`src/rtl/dac_ctl_pkg.sv`:
```
package dac_ctl_pkg;
   typedef enum logic [1:0] {
      SEL_MAIN = 2'b00,
      SEL_TRIM = 2'b01,
      SEL_CHAN = 2'b10,
      SEL_SYS  = 2'b11
   } regsel_e;

   // channel control field positions
   localparam int CTL_STBY    = 0;
   localparam int CTL_CLR     = 1;
   localparam int CTL_BIAS_LO = 2;
   // system control field positions
   localparam int SYS_PD   = 0;
   localparam int SYS_STBY = 1;
   localparam int SYS_CLR  = 2;
   localparam int SYS_TWOS = 3;
endpackage

```
`src/rtl/dac_wr_decode.sv`:
```
module dac_wr_decode
   import dac_ctl_pkg::*;
#(
   parameter int N_CH   = 4,
   parameter int ADDR_W = 3,
   parameter int DATA_W = 10
) (
   input  logic              clk,
   input  logic              rst_n,
   input  logic              cs_n,
   input  logic              wr_n,
   input  logic [1:0]        sel,
   input  logic [ADDR_W-1:0] addr,
   input  logic [DATA_W-1:0] din,
   output logic [N_CH-1:0]   we_main,
   output logic [N_CH-1:0]   we_trim,
   output logic [N_CH-1:0]   we_chan,
   output logic              we_sys,
   output logic [DATA_W-1:0] wdata
);
   logic              wr_q, cs_q;
   logic [1:0]        sel_q;
   logic [ADDR_W-1:0] addr_q;
   logic [DATA_W-1:0] din_q;
   logic              commit;
   regsel_e           kind;

   always_ff @(posedge clk or negedge rst_n) begin
      if (!rst_n) begin
         wr_q   <= 1'b1;
         cs_q   <= 1'b1;
         sel_q  <= '0;
         addr_q <= '0;
         din_q  <= '0;
      end else begin
         wr_q   <= wr_n;
         cs_q   <= cs_n;
         sel_q  <= sel;
         addr_q <= addr;
         din_q  <= din;
      end
   end

   assign commit = !wr_q && wr_n && !cs_q;
   assign kind   = regsel_e'(sel_q);
   assign wdata  = din_q;
   assign we_sys = commit && (kind == SEL_SYS);

   for (genvar i = 0; i < N_CH; i++) begin : g_dec
      logic hit;
      assign hit        = commit && (addr_q == ADDR_W'(i));
      assign we_main[i] = hit && (kind == SEL_MAIN);
      assign we_trim[i] = hit && (kind == SEL_TRIM);
      assign we_chan[i] = hit && (kind == SEL_CHAN);
   end

   assert_one_target_R1: assert property (@(posedge clk) disable iff (!rst_n)
      $onehot0({we_main, we_trim, we_chan, we_sys}));
   assert_needs_select_R1: assert property (@(posedge clk) disable iff (!rst_n)
      $past(cs_n) |-> !(|{we_main, we_trim, we_chan, we_sys}));
endmodule

```
`src/rtl/dac_sys_reg.sv`:
```
module dac_sys_reg
   import dac_ctl_pkg::*;
(
   input  logic       clk,
   input  logic       rst_n,
   input  logic       we,
   input  logic [3:0] wbits,
   output logic       pd,
   output logic       sstby,
   output logic       twos,
   output logic       clr_pulse
);
   always_ff @(posedge clk or negedge rst_n) begin
      if (!rst_n) begin
         pd    <= 1'b0;
         sstby <= 1'b0;
         twos  <= 1'b0;
      end else if (we) begin
         pd    <= wbits[SYS_PD];
         sstby <= wbits[SYS_STBY];
         twos  <= wbits[SYS_TWOS];
      end
   end

   assign clr_pulse = we && wbits[SYS_CLR];

   assert_sys_hold_R7: assert property (@(posedge clk) disable iff (!rst_n)
      !we |=> $stable({pd, sstby, twos}));
endmodule

```
`src/rtl/dac_chan.sv`:
```
module dac_chan
   import dac_ctl_pkg::*;
#(
   parameter int CODE_W = 10,
   parameter int TRIM_W = 8
) (
   input  logic              clk,
   input  logic              rst_n,
   input  logic              glob_clr,
   input  logic              we_main,
   input  logic              we_trim,
   input  logic              we_chan,
   input  logic [CODE_W-1:0] wdata,
   input  logic              twos,
   input  logic              load,
   input  logic              pd,
   input  logic              sstby,
   output logic [CODE_W-1:0] code,
   output logic [TRIM_W-1:0] trim,
   output logic [1:0]        bias,
   output logic              active
);
   localparam logic [CODE_W-1:0] MID      = CODE_W'(1) << (CODE_W-1);
   localparam logic [TRIM_W-1:0] TRIM_MID = TRIM_W'(1) << (TRIM_W-1);

   logic [CODE_W-1:0] data_q, dac_q, conv;
   logic [TRIM_W-1:0] sub_q;
   logic              stby_q, clr_here;
   logic [1:0]        bias_q;

   assign clr_here = glob_clr || (we_chan && wdata[CTL_CLR]);
   assign conv     = twos ? {~wdata[CODE_W-1], wdata[CODE_W-2:0]} : wdata;

   always_ff @(posedge clk or negedge rst_n) begin
      if (!rst_n) begin
         data_q <= MID;
         dac_q  <= MID;
         sub_q  <= TRIM_MID;
         stby_q <= 1'b0;
         bias_q <= 2'b00;
      end else begin
         if (we_chan) begin
            stby_q <= wdata[CTL_STBY];
            bias_q <= wdata[CTL_BIAS_LO +: 2];
         end
         if (clr_here) begin
            data_q <= MID;
            dac_q  <= MID;
            sub_q  <= TRIM_MID;
         end else begin
            if (we_main) data_q <= conv;
            if (we_trim) sub_q  <= wdata[TRIM_W-1:0];
            if (load)    dac_q  <= data_q;
         end
      end
   end

   assign code   = dac_q;
   assign trim   = sub_q;
   assign bias   = bias_q;
   assign active = !(pd || sstby || stby_q);

   assert_load_copy_R3: assert property (@(posedge clk) disable iff (!rst_n)
      (load && !clr_here) |=> (dac_q == $past(data_q)));
   assert_hold_no_load_R2: assert property (@(posedge clk) disable iff (!rst_n)
      (!load && !clr_here) |=> $stable(dac_q));
   assert_clear_mid_R8: assert property (@(posedge clk) disable iff (!rst_n)
      clr_here |=> (dac_q == MID && data_q == MID && sub_q == TRIM_MID));
endmodule

```
`src/rtl/dac_reg_ctrl.sv`:
```
module dac_reg_ctrl
   import dac_ctl_pkg::*;
#(
   parameter int N_CH   = 4,
   parameter int CODE_W = 10,
   parameter int TRIM_W = 8,
   parameter int ADDR_W = 3
) (
   input  logic                     clk,
   input  logic                     rst_n,
   input  logic                     cs_n,
   input  logic                     wr_n,
   input  logic [1:0]               reg_sel,
   input  logic [ADDR_W-1:0]        addr,
   input  logic [CODE_W-1:0]        din,
   input  logic                     load_n,
   input  logic                     clr_n,
   output logic [N_CH*CODE_W-1:0]   dac_code,
   output logic [N_CH*TRIM_W-1:0]   trim_code,
   output logic [N_CH*2-1:0]        bias_sel,
   output logic [N_CH-1:0]          ch_active,
   output logic                     ref_en
);
   if (!(N_CH == 4 || N_CH == 8)) begin : g_bad_nch
      $error("N_CH must be 4 or 8");
   end
   if ((1 << ADDR_W) < N_CH) begin : g_bad_addr
      $error("ADDR_W too narrow for N_CH");
   end
   if (CODE_W < 4 || TRIM_W > CODE_W) begin : g_bad_width
      $error("CODE_W must be >= 4 and >= TRIM_W");
   end

   logic [N_CH-1:0]   we_main, we_trim, we_chan;
   logic              we_sys, pd, sstby, twos, sys_clr, glob_clr;
   logic [CODE_W-1:0] wdata;

   dac_wr_decode #(.N_CH(N_CH), .ADDR_W(ADDR_W), .DATA_W(CODE_W)) u_dec (
      .clk(clk), .rst_n(rst_n), .cs_n(cs_n), .wr_n(wr_n), .sel(reg_sel),
      .addr(addr), .din(din), .we_main(we_main), .we_trim(we_trim),
      .we_chan(we_chan), .we_sys(we_sys), .wdata(wdata));

   dac_sys_reg u_sys (
      .clk(clk), .rst_n(rst_n), .we(we_sys), .wbits(wdata[3:0]),
      .pd(pd), .sstby(sstby), .twos(twos), .clr_pulse(sys_clr));

   assign glob_clr = !clr_n || sys_clr;
   assign ref_en   = !pd;

   for (genvar i = 0; i < N_CH; i++) begin : g_ch
      dac_chan #(.CODE_W(CODE_W), .TRIM_W(TRIM_W)) u_ch (
         .clk(clk), .rst_n(rst_n), .glob_clr(glob_clr),
         .we_main(we_main[i]), .we_trim(we_trim[i]), .we_chan(we_chan[i]),
         .wdata(wdata), .twos(twos), .load(!load_n), .pd(pd), .sstby(sstby),
         .code(dac_code[i*CODE_W +: CODE_W]),
         .trim(trim_code[i*TRIM_W +: TRIM_W]),
         .bias(bias_sel[i*2 +: 2]),
         .active(ch_active[i]));
   end

   assert_power_gate_R7: assert property (@(posedge clk) disable iff (!rst_n)
      (pd || sstby) |-> (ch_active == '0));
endmodule

```
`config.mk`:
```
export PLATFORM = sky130hd
export DESIGN_NAME = dac_reg_ctrl
export DESIGN_NICKNAME = d
export VERILOG_FILES = /design/src/rtl/dac_ctl_pkg.sv /design/src/rtl/dac_wr_decode.sv /design/src/rtl/dac_sys_reg.sv /design/src/rtl/dac_chan.sv /design/src/rtl/dac_reg_ctrl.sv
export SDC_FILE = /design/constraint.sdc
export NUM_CORES = 1
export LEC_CHECK = 0
export ABC_CLOCK_PERIOD_IN_PS = 2700
export CORE_MARGIN = 2
export CORE_UTILIZATION = 52
export DETAILED_ROUTE_END_ITERATION = 7
export PLACE_DENSITY = 0.9
export SYNTH_ARGS = -nofsm -noshare
export SYNTH_HDL_FRONTEND = slang
export SYNTH_HIERARCHICAL = 1
export SYNTH_SLANG_ARGS = --single-unit
```
`constraint.sdc`:
```
create_clock -name clk -period 2.7 [get_ports clk]
set_input_delay 0.54 -clock clk [delete_from_list [all_inputs] [get_ports clk]]
set_output_delay 0.54 -clock clk [all_outputs]
set_load 0.03 [all_outputs]
```
==> out/results.ini <==
[outcome]
status = completed

[timing]
maxSlewViolCount = 0
fin_crit_ns = 2.47
worstMarginPinSlew_ns = 0.842
rsz0062_at_grt = false
max_slew_margin_pct = 43.8
fin_skew_ns = 0.0172
period_share_pct = 91.4
fmax_mhz = 405
setup_viol = 0
finalHoldViolCount = 0

[pwr]
power_density_nw_per_um2 = 645
vdd_drop_max_uv = 652
leakage_uw = 0.00340

[routing]
vias_per_cell = 5.62
routedWlPerCell_um = 20.6
route.detailed.drc = 0
drt_wl_total_um = 15000
antenna_left = 0
dr.first_iter.drc_count = 242
dr.pass1.iters = 4
routed-via-count = 4097

[floorplanning]
die_h_um = 110
die_w_um = 110
coreArea_um2 = 10900
die_area_um2 = 12100
fp-row-count = 38
initial_core_util_pct = 53.6
ios = 106

[logic_synthesis]
async_reset_ff_share_pct = 100
synth_seq_cells = 144
synthCells = 454
postSynthAreaPerCell_um2 = 12.9
netlist_area_um2 = 5870
yosysSeqAreaShare_pct = 61.7
synth.distinct_cells = 24
synth_flop_cell = dfrtp_1
synth_edf_count = 0
yosys_warnings = 6
syn_nets = 475

[place]
hpwl_um = 9230
port_buffers = 105
dpl_cell_area_um2 = 7120
gp_congestion = 0.799

[worst_setup_path]
required_ns = 2.16
cp-end-kind = output pin
cp.arrival_ns = 1.93
criticalPathCategory = reg2out
cp-start-kind = flip-flop
crit_fanout = 5

[cells_and_area]
postLayoutCellArea_um2 = 7710
insertedDiodeCount = 0
finalCoreUtilization_pct = 70.5
drive_gt1_share_pct = 16.0
nets = 597
area_growth_pct = 31.4

[global_routing]
antenna_found_initial = 0
grt_pass1_wl_um = 23300
grt_usage_pct = 26.2
grt_pass1_vias = 4367
grt_max_degree = 72
overflow = 0

[clocking]
clkTransAtPathRegs_ns = 0.06
cts_max_level = 4
numCtsBuffers = 17
ctsRootBufferMaster = clkbuf_16
cts_tree = built
cts_sinks = 144
post_cts_buffers = 0
worstSkewPairLatency_ns = 0.42
cts_max_path_buffers = 2
postCtsHoldBufs = 0
cts_resized = 0

[min_path]
hold_class = in2async

[flow_run]
timing.max_cap.violations = 0

-- final timing paths --
path	from	end	slack, ns	depth (start not counted)
min in group clk	g_ch[2].u_ch/stby_q$_DFFE_PN0P_	g_ch[2].u_ch/stby_q$_DFFE_PN0P_	0.51	1
max in group asynchronous	rst_n	u_dec/wr_q$_DFF_PN1_	1.78	2
max	u_sys/sstby$_DFFE_PN0P_	ch_active[1]	0.23	2
min	rst_n	u_dec/wdata[2]$_DFF_PN0_	0.13	1
max reg2reg	u_dec/addr_q[0]$_DFF_PN0_	g_ch[2].u_ch/data_q[4]$_DFFE_PN0P_	0.51	4
min reg2reg	g_ch[2].u_ch/stby_q$_DFFE_PN0P_	g_ch[2].u_ch/stby_q$_DFFE_PN0P_	0.51	1
-- cells in the final DEF (no fill, tap or decap), drive strengths merged, types with 2 or more instances in the layout --
| cell type | Yosys | routed |
|---|---|---|
| dfrtp | 130 | 130 |
| or4b | 3 | 3 |
| dfstp | 14 | 14 |
| o2111ai | 4 | 4 |
| mux2 | 15 | 15 |
| nor4 | 4 | 4 |
| inv | 12 | 12 |
| nand2b | 6 | 6 |
| clkdlybuf4s50 | 0 | 104 |
| a21o | 4 | 4 |
| nand2 | 5 | 5 |
| nand3 | 8 | 8 |
| mux2i | 108 | 108 |
| clkinv | 0 | 2 |
| xnor2 | 4 | 4 |
| clkbuf | 0 | 27 |
| bufinv | 0 | 2 |
| nor3 | 7 | 7 |
| buf | 21 | 20 |
| nor2 | 105 | 105 |
-- sequential cells by signal, summed over array words and instances (netlist names) --
name,cells
g_ch.u_ch/bias,8
g_ch.u_ch/code,40
g_ch.u_ch/data_q,40
g_ch.u_ch/stby_q,4
g_ch.u_ch/trim,32
u_dec/addr_q,3
u_dec/cs_q,1
u_dec/kind,2
u_dec/wdata,10
u_dec/wr_q,1
u_sys/pd,1
u_sys/sstby,1
u_sys/twos,1
-- report_power, final --
part	switching, uW	leakage, uW	internal, uW
Sequential	75.5	0.00192	2200
Combinational	211	0.00119	153
Clock	848	0.000288	1480
-- synthesized netlist by cell type (all sizes together), types with 5 or more instances --
library cell  number  area (um^2)
nand2b             6         37.5
buf               21          181
dfrtp            130         3250
nor2             105          404
mux2              15          169
nand2              5         18.8
inv               12         45.0
mux2i            108         1080
dfstp             14          368
nor3               7         35.0
nand3              8         40.0
-- stage by stage --
step / setup slack [ns] / instances / hold slack, ns / total power [uW] / setup TNS, ns
final: 0.233 / 729 / 0.126 / 4970 / 0
after CTS: 0.252 / 729 / 0.145 / 4990 / 0
after global placement: 0.0960 / 697 / 0.491 / 2660 / 0
after detailed placement: -0.000468 / 697 / 0.501 / 2670 / -0.000468
after global routing: 0.231 / 729 / 0.178 / 5110 / 0
after floorplan: 0.513 / 454 / 0.244 / 2480 / 0
-- per-layer routing --
layer,GRT usage (%),wire length [um],vias up
met5,0,0,-
met4,12.3,484,0
met3,7.47,916,40
met2,41.9,7450,144
met1,33.0,6170,2128
li1,-,-,1785
-- worst max-delay path: stages (launching register included) --
cell	delay, ns
dfrtp_1	0.44
nor3_1	0.33
clkdlybuf4s50_1	0.74
-- kinds of logic (layout without fill, tap and decap cells) --
family	count (synthesis)	in the layout	share of synthesized area, %
DFF	144	144	61.7
and+or+nand+nor	142	142	10.9
AOI/OAI and AO/OA	8	8	1.62
muxes	123	123	21.3
buffers and inverters	33	168	3.86
xor gates and xnor gates	4	4	0.597
-- area by class of cell --
type                       count  area [um^2]
clock inverter                 5         77.6
sequential                   144         3620
tap                          140          175
inverter                      12         45.0
multi-input combinational    277         2040
timing repair buffer         124         1230
clock buffer                  27          513
fill                         662         3230
(Power assumes the default switching activity.)
